<file path="src/rtl/ber_pkg.sv">
// Package: shared register word type and the lane register address rule.
// Assumes a 16-bit register address and data space.
package ber_pkg;

    localparam int REG_W = 16;

    typedef logic [REG_W-1:0] reg_word_t;

    // Address of a lane's timer (is_cnt=0) or count (is_cnt=1) register
    function automatic reg_word_t lane_reg_addr(input reg_word_t base,
                                                input reg_word_t ofs,
                                                input reg_word_t stride,
                                                input int        lane,
                                                input bit        is_cnt);
        reg_word_t a;
        a = base + ofs + reg_word_t'(lane) * stride;
        return is_cnt ? a + reg_word_t'(1) : a;
    endfunction

endpackage

</file>
<file path="src/rtl/ber_tick_gen.sv">
// Module: ber_tick_gen
// Produces the one-cycle seconds step used by every lane timer. When
// USE_EXT_TICK is 1 the external tick passes straight through. Otherwise an
// internal counter fires once every PRESCALE cycles and the external tick is
// ignored. Assumes PRESCALE >= 1.
module ber_tick_gen #(
    parameter bit USE_EXT_TICK = 1'b1,
    parameter int PRESCALE     = 100_000_000
) (
    input  logic clk,
    input  logic rst_n,
    input  logic ext_tick_i,
    output logic tick_o
);
    localparam int PW = (PRESCALE > 1) ? $clog2(PRESCALE) : 1;
    localparam logic [PW-1:0] LAST = PW'(PRESCALE - 1);

    logic [PW-1:0] pre_q;
    logic          pre_tick;

    // Prescaler terminal count
    assign pre_tick = (pre_q == LAST);

    // Free-running prescaler that wraps at PRESCALE-1
    always_ff @(posedge clk) begin
        if (!rst_n)        pre_q <= '0;
        else if (pre_tick) pre_q <= '0;
        else               pre_q <= pre_q + PW'(1);
    end

    // Source selection fixed by parameter
    assign tick_o = USE_EXT_TICK ? ext_tick_i : pre_tick;

    generate
        if (!USE_EXT_TICK && PRESCALE > 1) begin : g_pre_chk
            // internal steps are never back to back
            assert_tick_spacing_R10: assert property (@(posedge clk) disable iff (!rst_n)
                tick_o |=> !tick_o)
                else $error("prescaled tick fired on consecutive cycles");
        end
    endgenerate
endmodule

</file>
<file path="src/rtl/ber_addr_decode.sv">
// Module: ber_addr_decode
// Decodes a register address into one-hot timer and count hit vectors,
// one pair per lane. Assumes the lane address windows do not overlap.
module ber_addr_decode
    import ber_pkg::*;
#(
    parameter int        NUM_LANES   = 4,
    parameter reg_word_t BANK_BASE   = 16'hC080,
    parameter reg_word_t TMR_OFS     = 16'h0054,
    parameter reg_word_t LANE_STRIDE = 16'h0080
) (
    input  reg_word_t            addr_i,
    output logic [NUM_LANES-1:0] tmr_hit_o,
    output logic [NUM_LANES-1:0] cnt_hit_o
);
    generate
        for (genvar i = 0; i < NUM_LANES; i++) begin : g_lane
            localparam reg_word_t TMR_A = lane_reg_addr(BANK_BASE, TMR_OFS, LANE_STRIDE, i, 1'b0);
            localparam reg_word_t CNT_A = lane_reg_addr(BANK_BASE, TMR_OFS, LANE_STRIDE, i, 1'b1);
            // Per-lane address compare
            assign tmr_hit_o[i] = (addr_i == TMR_A);
            assign cnt_hit_o[i] = (addr_i == CNT_A);
        end
    endgenerate

    // at most one register selected for any address
    always_comb begin
        assert_one_hit_R2: assert ($onehot0({tmr_hit_o, cnt_hit_o}))
            else $error("address decodes to several registers");
    end
endmodule

</file>
<file path="src/rtl/ber_lane.sv">
// Module: ber_lane
// One lane's measurement window: a seconds countdown timer plus a saturating
// error counter. A load restarts the window and clears the count. It wins
// over a tick and over an error pulse in the same cycle. Errors are counted
// only while the timer is non-zero.
module ber_lane #(
    parameter int TMR_W = 16,
    parameter int CNT_W = 16
) (
    input  logic             clk,
    input  logic             rst_n,
    input  logic             tick_i,
    input  logic             err_i,
    input  logic             load_i,
    input  logic [TMR_W-1:0] load_val_i,
    output logic [TMR_W-1:0] timer_o,
    output logic [CNT_W-1:0] count_o
);
    logic [TMR_W-1:0] timer_q;
    logic [CNT_W-1:0] count_q;
    logic             open_w;
    logic             full_w;

    // Window open while time remains; counter full at all-ones
    assign open_w = (timer_q != '0);
    assign full_w = (count_q == '1);

    // Countdown timer: load wins, otherwise step down on tick until zero
    always_ff @(posedge clk) begin
        if (!rst_n)                timer_q <= '0;
        else if (load_i)           timer_q <= load_val_i;
        else if (tick_i && open_w) timer_q <= timer_q - TMR_W'(1);
    end

    // Error counter: clear on load, count while open, stop at full
    always_ff @(posedge clk) begin
        if (!rst_n)                           count_q <= '0;
        else if (load_i)                      count_q <= '0;
        else if (err_i && open_w && !full_w)  count_q <= count_q + CNT_W'(1);
    end

    assign timer_o = timer_q;
    assign count_o = count_q;

    // a load leaves the count cleared and the timer at the loaded value
    assert_load_clears_R3: assert property (@(posedge clk) disable iff (!rst_n)
        load_i |=> (count_q == '0) && (timer_q == $past(load_val_i)))
        else $error("load did not restart the window");
    // a tick steps an open timer down by exactly one
    assert_step_down_R4: assert property (@(posedge clk) disable iff (!rst_n)
        (tick_i && !load_i && timer_q != '0) |=> (timer_q == $past(timer_q) - TMR_W'(1)))
        else $error("timer did not step down by one");
    // an expired timer stays at zero
    assert_hold_zero_R4: assert property (@(posedge clk) disable iff (!rst_n)
        (timer_q == '0 && !load_i) |=> (timer_q == '0))
        else $error("expired timer moved");
    // the count is frozen while the window is closed
    assert_frozen_R5: assert property (@(posedge clk) disable iff (!rst_n)
        (timer_q == '0 && !load_i) |=> $stable(count_q))
        else $error("count moved with the window closed");
    // a full counter never wraps
    assert_no_wrap_R6: assert property (@(posedge clk) disable iff (!rst_n)
        (count_q == '1 && !load_i) |=> (count_q == '1))
        else $error("error counter wrapped");
endmodule

</file>
<file path="src/rtl/lane_ber_meter.sv">
// Module: lane_ber_meter (top)
// Per-lane bit error rate meter with a 16-bit register interface. Each lane
// has a seconds countdown timer and an error count at fixed addresses. The
// read data is registered: a value appears one cycle after the read strobe.
// Assumes TMR_W and CNT_W are at most 16 and that the strobes come from an
// external management bus adapter.
module lane_ber_meter
    import ber_pkg::*;
#(
    parameter int        NUM_LANES    = 4,
    parameter int        TMR_W        = 16,
    parameter int        CNT_W        = 16,
    parameter bit        USE_EXT_TICK = 1'b1,
    parameter int        PRESCALE     = 100_000_000,
    parameter reg_word_t BANK_BASE    = 16'hC080,
    parameter reg_word_t TMR_OFS      = 16'h0054,
    parameter reg_word_t LANE_STRIDE  = 16'h0080
) (
    input  logic                 clk,
    input  logic                 rst_n,
    input  logic                 sec_tick_i,
    input  logic [NUM_LANES-1:0] err_pulse_i,
    input  logic                 reg_wr_i,
    input  logic                 reg_rd_i,
    input  logic [REG_W-1:0]     reg_addr_i,
    input  logic [REG_W-1:0]     reg_wdata_i,
    output logic [REG_W-1:0]     reg_rdata_o
);
    logic                 tick_w;
    logic [NUM_LANES-1:0] tmr_hit;
    logic [NUM_LANES-1:0] cnt_hit;
    logic [TMR_W-1:0]     timer_w [NUM_LANES];
    logic [CNT_W-1:0]     count_w [NUM_LANES];
    reg_word_t            rd_mux;
    reg_word_t            rdata_q;

    ber_tick_gen #(
        .USE_EXT_TICK (USE_EXT_TICK),
        .PRESCALE     (PRESCALE)
    ) u_tick (
        .clk        (clk),
        .rst_n      (rst_n),
        .ext_tick_i (sec_tick_i),
        .tick_o     (tick_w)
    );

    ber_addr_decode #(
        .NUM_LANES   (NUM_LANES),
        .BANK_BASE   (BANK_BASE),
        .TMR_OFS     (TMR_OFS),
        .LANE_STRIDE (LANE_STRIDE)
    ) u_dec (
        .addr_i    (reg_addr_i),
        .tmr_hit_o (tmr_hit),
        .cnt_hit_o (cnt_hit)
    );

    generate
        for (genvar i = 0; i < NUM_LANES; i++) begin : g_lane
            ber_lane #(
                .TMR_W (TMR_W),
                .CNT_W (CNT_W)
            ) u_lane (
                .clk        (clk),
                .rst_n      (rst_n),
                .tick_i     (tick_w),
                .err_i      (err_pulse_i[i]),
                .load_i     (reg_wr_i && tmr_hit[i]),
                .load_val_i (reg_wdata_i[TMR_W-1:0]),
                .timer_o    (timer_w[i]),
                .count_o    (count_w[i])
            );
        end
    endgenerate

    // Read selection: OR of the one addressed register, zero if none
    always_comb begin
        rd_mux = '0;
        for (int i = 0; i < NUM_LANES; i++) begin
            if (tmr_hit[i]) rd_mux = rd_mux | reg_word_t'(timer_w[i]);
            if (cnt_hit[i]) rd_mux = rd_mux | reg_word_t'(count_w[i]);
        end
    end

    // Read data register, updated only on a read strobe
    always_ff @(posedge clk) begin
        if (!rst_n)        rdata_q <= '0;
        else if (reg_rd_i) rdata_q <= rd_mux;
    end

    assign reg_rdata_o = rdata_q;

    // a read of an unmapped address returns zero
    assert_unmapped_zero_R2: assert property (@(posedge clk) disable iff (!rst_n)
        (reg_rd_i && tmr_hit == '0 && cnt_hit == '0) |=> (reg_rdata_o == '0))
        else $error("unmapped read returned data");
    // read data holds between read strobes
    assert_rdata_hold_R9: assert property (@(posedge clk) disable iff (!rst_n)
        !reg_rd_i |=> $stable(reg_rdata_o))
        else $error("read data changed without a read strobe");
endmodule

</file>
<file path="config.mk">
export PLATFORM = sky130hd
export DESIGN_NAME = lane_ber_meter
export DESIGN_NICKNAME = d
export VERILOG_FILES = /design/src/rtl/ber_pkg.sv /design/src/rtl/ber_tick_gen.sv /design/src/rtl/ber_addr_decode.sv /design/src/rtl/ber_lane.sv /design/src/rtl/lane_ber_meter.sv
export SDC_FILE = /design/constraint.sdc
export NUM_CORES = 1
export LEC_CHECK = 0
export BUFFER_PORTS_ARGS = -buffer_cell sky130_fd_sc_hd__clkbuf_2
export CORE_ASPECT_RATIO = 1.5
export CORE_MARGIN = 5
export CORE_UTILIZATION = 25
export DETAILED_ROUTE_END_ITERATION = 10
export SLEW_MARGIN = 5
export SYNTH_ARGS = -nofsm -noshare
export SYNTH_HDL_FRONTEND = slang
export SYNTH_SLANG_ARGS = --single-unit
</file>
<file path="constraint.sdc">
create_clock -name clk -period 4.2 [get_ports clk]
set_clock_uncertainty 0.15 [all_clocks]
set_input_delay 1.05 -clock clk [delete_from_list [all_inputs] [get_ports clk]]
set_output_delay 1.05 -clock clk [all_outputs]
set_load 0.005 [all_outputs]
</file>
==> Yosys cells after proc, flatten, opt, wreduce, memory -nomap -nowiden <==
Index checks and enable logic that the tools add are counted.
{ "op_classes": {"n_div": 0, "reduce_logical": 32, "eq_ne": 12, "magnitude_cmp": 0, "addsub": 8, "bitwise_logic": 8, "shift": 0, "mux": 16, "multipliers": 0} }
{ "op_table": {"columns": ["operator", "count"], "rows": [
  ["$mux 16", 16],
  ["$eq 16x16->1 const B", 12],
  ["$or 16x16->16", 7],
  ["$add 16x1->16 const B", 4],
  ["$reduce_bool 16->1", 4],
  ["$sub 16x1->16 const B", 4],
  ["$logic_and 1x1->1", 16],
  ["$reduce_bool 2->1", 4],
  ["$reduce_or 2->1", 4],
  ["$logic_not 1->1", 4],
  ["$not 1->1", 1]
]} }
{ "totals": {"latchBits": 0, "mem_bits_ro": 0, "regBits": 144, "mem_bits_rw": 0, "wordCells": 85, "output_inout_bits": 16, "memories": 0} }

==> Depth between registers and ports, before layout <==
Gate-level depths: netlist (run 1).
{ "logic_depth": {"ltp_word": 16, "mapped_depth": 9} }

==> Cells and area by module <==
Synthesis (run 1) repeated with hierarchy kept, for this count alone.
{ "unflattened": {"hier_cells": 1131, "area_unflattened_um2": 9305.2} }
{ "by_module_without_submodules": {"columns": ["mod", "seq_area_each_um2", "n_inst", "area_per_inst_um2", "cells_per_inst"], "rows": [
  ["ber_lane", 640.6, 4, 1980.6, 243],
  ["lane_ber_meter", 320.3, 1, 1256.2, 139],
  ["ber_addr_decode", 0.0, 1, 118.9, 19],
  ["ber_tick_gen", 0.0, 1, 7.5, 1]
]} }

==> Least setup slack after synthesis (run 1) <==
OpenSTA, ideal clock, no wires.
{ "synth_path": {"path_type": "input-to-reg", "startpoint": "in reg_addr_i[11]", "endpoint": "reg g_lane[2].u_lane.count_q[10]", "path_buffers": 3, "arrival_ps": 3007, "path_stages": 8, "required_time_ps": 3933, "slack_ps": 926, "cell_sequence": "or4_1 clkbuf_1 or2_2 or3_1 buf_2 nand2_1 buf_2 nor2_1"} }
{ "synth_between": {"elab_chain_cells": 3} }
{ "synth_rtl": {"columns": ["element", "line_no", "rtl"], "rows": [
  ["start, declared", "lane_ber_meter.sv:25", "input logic [REG_W-1:0] reg_addr_i,"],
  ["$eq 16x16->1", "ber_addr_decode.sv:21", "assign tmr_hit_o[i] = (addr_i == TMR_A);"],
  ["$logic_and 1x1->1", "lane_ber_meter.sv:68", ".load_i (reg_wr_i && tmr_hit[i]),"],
  ["$reduce_or 2->1 (no source line)", null, null],
  ["end signal, assigned", "ber_lane.sv:39", "else if (err_i && open_w && !full_w) count_q <= count_q + CNT_W'(1);"],
  ["end, declared", "ber_lane.sv:20", "logic [CNT_W-1:0] count_q;"]
]} }
Every way passes these cells.
A chain may end at the register's enable or synchronous reset.

==> Worst setup path after layout (run 1) <==
{ "layout_path": {"startpoint": "in reg_addr_i[11]", "endpoint": "reg g_lane[2].u_lane.timer_q[7]"} }
{ "layout_between": {"elab_chain_cells": 3, "word_cells_on_any_way": 4, "cone_classes": "eq/ne (1); mux (1); reduce/logical (2)"} }
{ "layout_rtl": {"columns": ["element", "line_no", "rtl"], "rows": [
  ["$eq 16x16->1 *", "ber_addr_decode.sv:21", null],
  ["$logic_and 1x1->1 *", "lane_ber_meter.sv:68", null],
  ["$mux 16 or $reduce_bool 2->1 (tied branches)", null, null],
  ["end signal, assigned", "ber_lane.sv:31", "else if (load_i) timer_q <= load_val_i;"],
  ["end signal, assigned", "ber_lane.sv:32", "else if (tick_i && open_w) timer_q <= timer_q - TMR_W'(1);"],
  ["end, declared", "ber_lane.sv:19", "logic [TMR_W-1:0] timer_q;"]
]} }
Every way passes the cells marked *; elsewhere a longest branch is shown, timed or not.

==> impl_results.md, run 1 <==
* Critical Path Start Type: primary input
* Die W at 158 um
* Setup Fix Bufs, Post-CTS at 0
* LEAKAGE at 3.15 nW
* Ports at 57
* Most frequent cells in the layout: dfxtp_1, o21ai_0, a21oi_1
* Most common cell after layout, fill and taps aside: dfxtp_1
* WP data arrival at 3.29 ns
* Avg Cell Area, Syn at 8.14 um2
* Gr usage total at 15.7%
* Vias in the first global route at 7980
* Post-Syn Instances at 1009
* R2R depth at 5
* Peak VDD IR at 343 uV
* Share of cells above drive strength 1 at 12.1%
* Drt drc at 0
* HPWL after detailed placement at 22100 um
* Nets@finish at 1101
* Async S/R FF share, synth at 0%
* Inserted Clock Buffers at 17
* Worst flop-to-flop path endpoint: g_lane[1].u_lane.count_o[5]
* Seq/Total Area, Yosys at 35.1%
* Period utilization at 74.6%
* CTS Sinks at 144
* Synth warn at 0
* Final WL at 29100 um
* Die Height at 232 um
* Max-cap violations at 0
* Post-synth net total at 1058
* Core footprint at 32500 um2
* Worst R2R Start: g_lane[1].u_lane.timer_o[4]
* DIE AREA at 36700 um2
* Area leader, netlist: dfxtp_1
* Avg WL per Cell at 19.7 um
* CTS tree: yes
* Area share of the largest cell type after synthesis at 35.1%
* Pwr Total at 6.23 mW
* FMAX at 0.319 GHz
* Number of hold buffers added after cts at 0
* Initial drt markers at 517
* Cell Rows at 81
* CTS resizes at 0
* Final Slew Violations at 0
* Synthesis-stage register bit count at 144
* Post-synth design cell area at 8220 um2
* Global-route wire length before repair at 44400 um
* Dominant synthesized flop cell: dfxtp_1
* Setup_tns at 0 ns
* DRT antenna net count at 0
* Critical Path Fanout Max at 22
* Vias after detailed routing at 8292
* Reg2Reg Setup Slack at 1.28 ns
* Area Growth Syn to Fin at 16.4%
* Synth area leaders: dfxtp_1, o21ai_0, xnor2_1
* Worst hold path type: reg2reg
* Worst setup EP type: flip-flop
* Slew @ Worst Pin at 1.19 ns
* Kind of critical path: in2reg
* Htree depth at 4
* Via density at 5.60
* Post-synth EDFFs at 0
* Minimum clock period at 3.13 ns
* Clk_lat worst skew at 0.44 ns
* Required time worst endpoint at 4.35 ns
* Synth unique cells at 63
* Clk buf depth at 2
* Placer Congestion at 0.915
* Met2 capacity usage during global routing at 27.9%
* Initial DRT Pass Iterations at 5
* Final hold violation count at 0
* Max_slew headroom at 19.5%
* Final Setup Violations at 0
* Most used routing layer: met2
* PD cells at 651 nW/um2
* Met1 usage at 16.2%
* Initial antenna violation count at 1
* Largest net degree at the start of global routing at 61
* Worst setup endpoint: g_lane[2].u_lane.timer_o[7]
* Root buffer cell: clkbuf_16
* Buffers on Ports at 56
* Worst Hold Launch: g_lane[1].u_lane.count_o[14]
* CP startpoint: reg_addr_i[11]
* Status: finished, final reports clean
* Met3 usage at 2.95%
* RSZ-0062 raised after global routing: no
* Starting Density at 25.3%
* GRT overflow at 0
* CTS clk-pin slew, worst paths at 0.06 ns
[registers in the layout, summed over array words and instances, names as in the netlist]
register and cells:
g_lane.u_lane.count_o 64, g_lane.u_lane.timer_o 64, reg_rdata_o 16
[synth_stat cells, drive strengths merged, types with 2 or more instances]
library cell and number:
a211oi 11, nand4b 5, o211ai 9, or4b 7, xor2 35, dfxtp 144, and3 9, a22oi 30
or4 23, mux2i 21, o21ai 110, nand2b 3, a21oi 83, nand3b 4, or3b 2, a21o 3
nor4bb 2, nand4 31, ha 8, and2 6, o41ai 6, nor2 78, xnor2 48, nand3 39
clkbuf 43, nor3b 7, o2111ai 4, and4 7, nand2 46, or3 27, nor4 19, inv 23
a31oi 24, nor2b 2, a2111oi 5, nor4b 9, nor3 26, a221oi 16, or4bb 2, o31ai 6
buf 9, a22o 2, or2 3, mux2 2
[area by class of cell]
type                       instances  area [um2]
inverter                          23        86.3
multi-input combinational        790        5050
clock inverter                    10         138
clock buffer                      20         457
sequential                       144        2880
tap                              415         519
antenna                            2        5.00
timing repair buffer              76         430
fill                            3461       23000
[metal layers]
metal	vias to the layer above	routed length, um
met3	88	1480
met5	-	0
met1	4028	10800
met2	256	14800
met4	0	2040
li1	3920	-
[through the flow]
stage / utilization [%] / setup WS [ns] / instance area [um2] / hold slack (ns) / std cells
6_report: 29.4 / 1.07 / 9570 / 0.350 / 1480
3_3_place_gp: 27.6 / 0.675 / 8970 / 0.332 / 1448
2_1_floorplan: - / 0.926 / 8220 / 0.315 / 1009
3_5_place_dp: 27.6 / 0.673 / 8970 / 0.340 / 1448
4_1_cts: 29.4 / 1.14 / 9560 / 0.349 / 1478
5_1_grt: 29.4 / 0.993 / 9560 / 0.391 / 1478
[logic make-up after synthesis]
| family | Yosys count | synth area share, % |
|---|---|---|
| DFF | 144 | 35.1 |
| and+or+nand+nor | 357 | 24.6 |
| muxes | 23 | 2.83 |
| xor gates and xnor gates | 83 | 8.85 |
| buffers and inverters | 75 | 3.62 |
| adders and majority gates | 8 | 1.22 |
| AOI/OAI and AO/OA | 319 | 23.8 |
[worst max-delay path: stages]
cell,delay (ns)
clkbuf_2,0.07
or4_1,0.73
or2_2,0.44
or3_1,0.64
o21ai_0,0.29
a21oi_1,0.05
[power by group]
| part | total (mW) | leakage [nW] | internal [mW] | switching [mW] |
|---|---|---|---|---|
| registers | 2.12 | 1.17 | 1.65 | 0.471 |
| logic | 2.53 | 1.69 | 1.03 | 1.50 |
| clock network | 1.57 | 0.288 | 0.956 | 0.612 |
[worst min-delay path by stage]
| stage | end | slack [ns] | cells past startpoint |
|---|---|---|---|
| 4_1_cts | g_lane[1].u_lane.count_o[14] | 0.35 | 2 |
| 6_report | g_lane[1].u_lane.count_o[14] | 0.35 | 2 |
| 3_3_place_gp | g_lane[1].u_lane.count_o[14] | 0.33 | 2 |
| 2_1_floorplan | g_lane[1].u_lane.count_o[11] | 0.31 | 2 |
| 3_5_place_dp | g_lane[1].u_lane.count_o[14] | 0.34 | 2 |
| 5_1_grt | g_lane[1].u_lane.count_o[11] | 0.39 | 2 |
No activity file was read; power rests on OpenSTA's default activity.
==> inputs of run 2 (changes only) <==
- clock period: 4.2 -> 2.71 ns (I/O delays scaled with it)
==> run 2 against run 1 <==
- total power up 60%
- worst hold slack improved by 0.0089 ns
- clock power rose by 55%
- sequential power is 52% higher
- first-iteration DRC count is 16% higher
- setup slack got worse by 0.90 ns
- die area did not move
- via count is 1.5% higher
- utilization rose by 1.4 points
- register-to-register slack got worse by 1.1 ns
- cell area increased by 4.9%
==> impl_results.md, run 2 (synthesis gave the netlist of run 1 again) <==
* Status: finished, final reports clean
* Most common cell after layout, fill and taps aside: dfxtp_1
* PD cells at 995 nW/um2 (+53%)
* Vias in the first global route at 7884 (-1.2%)
* DIE AREA at 36700 um2 (unchanged)
* Fin util at 30.8% (+1.4 points)
* Ports at 57 (unchanged)
* HPWL after detailed placement at 23100 um (+4.4%)
* Largest net degree at the start of global routing at 74 (+21%)
* Final hold violation count at 0 (unchanged)
* Peak VDD IR at 486 uV (+41%)
* Clk_lat worst skew at 0.45 ns (about the same)
* Nets@finish at 1150 (+4.5%)
* Inserted Clock Buffers at 17 (unchanged)
* Post-DP Area at 9440 um2 (+5.2%)
* DRT antenna net count at 0 (unchanged)
* Initial drt markers at 602 (+16%)
* Reg2Reg Setup Slack at 0.17 ns (-1.11 ns)
* CTS clk-pin slew, worst paths at 0.06 ns (about the same)
* Max_slew headroom at 52.0% (+33 points)
* Die Height at 232 um (unchanged)
* Htree depth at 4 (unchanged)
* Worst hold path type: reg2reg
* Period utilization at 93.8%
* Cell Rows at 81 (unchanged)
* CTS resizes at 0 (unchanged)
* FMAX at 0.393 GHz
* Most frequent cells in the layout: dfxtp_1, o21ai_0, a21oi_1
* Avg WL per Cell at 19.7 um (about the same)
* Core footprint at 32500 um2 (unchanged)
* Root buffer cell: clkbuf_16
* Worst setup EP type: flip-flop
* Number of hold buffers added after cts at 0 (unchanged)
* CTS Sinks at 144 (unchanged)
* Max-cap violations at 0 (unchanged)
* Drt drc at 0 (unchanged)
* Placer Congestion at 0.940 (+2.7%)
* Fin area at 10000 um2 (+4.9%)
* Critical Path Fanout Max at 13 (-41%)
* LEAKAGE at 3.40 nW (+8.2%)
* Starting Density at 25.3% (unchanged)
* Clk buf depth at 2 (unchanged)
* Vias after detailed routing at 8417 (+1.5%)
* GRT overflow at 0 (unchanged)
* WP data arrival at 2.73 ns (-0.56 ns)
* Via density at 5.50 (-1.8%)
* Global-route wire length before repair at 46100 um (+4.0%)
* Share of cells above drive strength 1 at 16.2% (+4.0 points)
* Minimum clock period at 2.54 ns
* Setup Fix Bufs, Post-CTS at 0 (unchanged)
* Slew @ Worst Pin at 0.710 ns (-0.482 ns)
* Area Growth Syn to Fin at 22.2%
* Final WL at 30100 um (+3.3%)
* Initial antenna violation count at 1 (unchanged)
* Gr usage total at 16.5% (+0.74 points)
* Kind of critical path: reg2reg
* RSZ-0062 raised after global routing: no
* Critical Path Start Type: flip-flop
* Final Slew Violations at 0 (unchanged)
* Buffers on Ports at 56 (unchanged)
* CTS tree: yes
* Final Setup Violations at 0 (unchanged)
* Required time worst endpoint at 2.90 ns (-1.45 ns)
* Die W at 158 um (unchanged)
* Initial DRT Pass Iterations at 7 (+2)
* Setup_tns at 0 ns (unchanged)
## run 2: changes by cell type in the layout (fill, tap and decap cells not counted), sizes merged
cell      before  now
clkinv         5    6
buf           20   69
diode          2    1
clkbuf        76   75
clkinvlp       2    4
## run 2: worst paths after layout
path                          startpoint                           to  cells past startpoint
min reg2reg  g_lane[1].u_lane.timer_o[3]  g_lane[1].u_lane.timer_o[3]                      2
max          g_lane[0].u_lane.timer_o[1]  g_lane[0].u_lane.count_o[0]                      8
min          g_lane[1].u_lane.timer_o[3]  g_lane[1].u_lane.timer_o[3]                      2
max reg2reg  g_lane[0].u_lane.timer_o[1]  g_lane[0].u_lane.count_o[0]                      8
## run 2: final cells by class
cell class,count,area (um2)
antenna,1,2.50
clock buffer,19,433
clock inverter,13,165
fill,3425,22500
inverter,23,86.3
multi-input combinational,790,5060
sequential,144,2880
tap,415,519
timing repair buffer,125,886
## run 2: metrics by stage
stage,hold slack [ns],total power [mW],std cells,setup WS (ns)
4_1_cts,0.358,9.96,1529,0.159
2_1_floorplan,0.315,6.06,1009,-0.0104
3_3_place_gp,0.343,7.47,1497,-0.168
3_5_place_dp,0.349,7.50,1497,-0.159
5_1_grt,0.394,10.6,1529,0.0220
6_report,0.359,9.98,1530,0.168
## run 2: where the power goes
| part | leakage, nW | internal (mW) | total (mW) | switching, mW |
|---|---|---|---|---|
| Sequential | 1.17 | 2.56 | 3.23 | 0.670 |
| Combinational | 1.95 | 1.83 | 4.32 | 2.49 |
| Clock | 0.279 | 1.45 | 2.43 | 0.984 |
| Total | 3.40 | 5.84 | 9.98 | 4.14 |
## run 2: worst max-delay path: stages (launching register included)
cell     delay (ns)
dfxtp_1        0.38
inv_1          0.10
ha_1           0.19
or3b_2         0.53
o41ai_2        0.49
buf_4          0.28
a21oi_1        0.09
xnor2_1        0.17
nor2_1         0.06
## run 2: layer usage
metal  track usage [%]  part of all wire (%)  up-vias
met5                 0                     0        -
met1              17.7                    37     4011
met2              29.2                    51      296
li1                  -                     -     4029
met3              2.96                   4.7       81
met4              10.5                   6.6        0
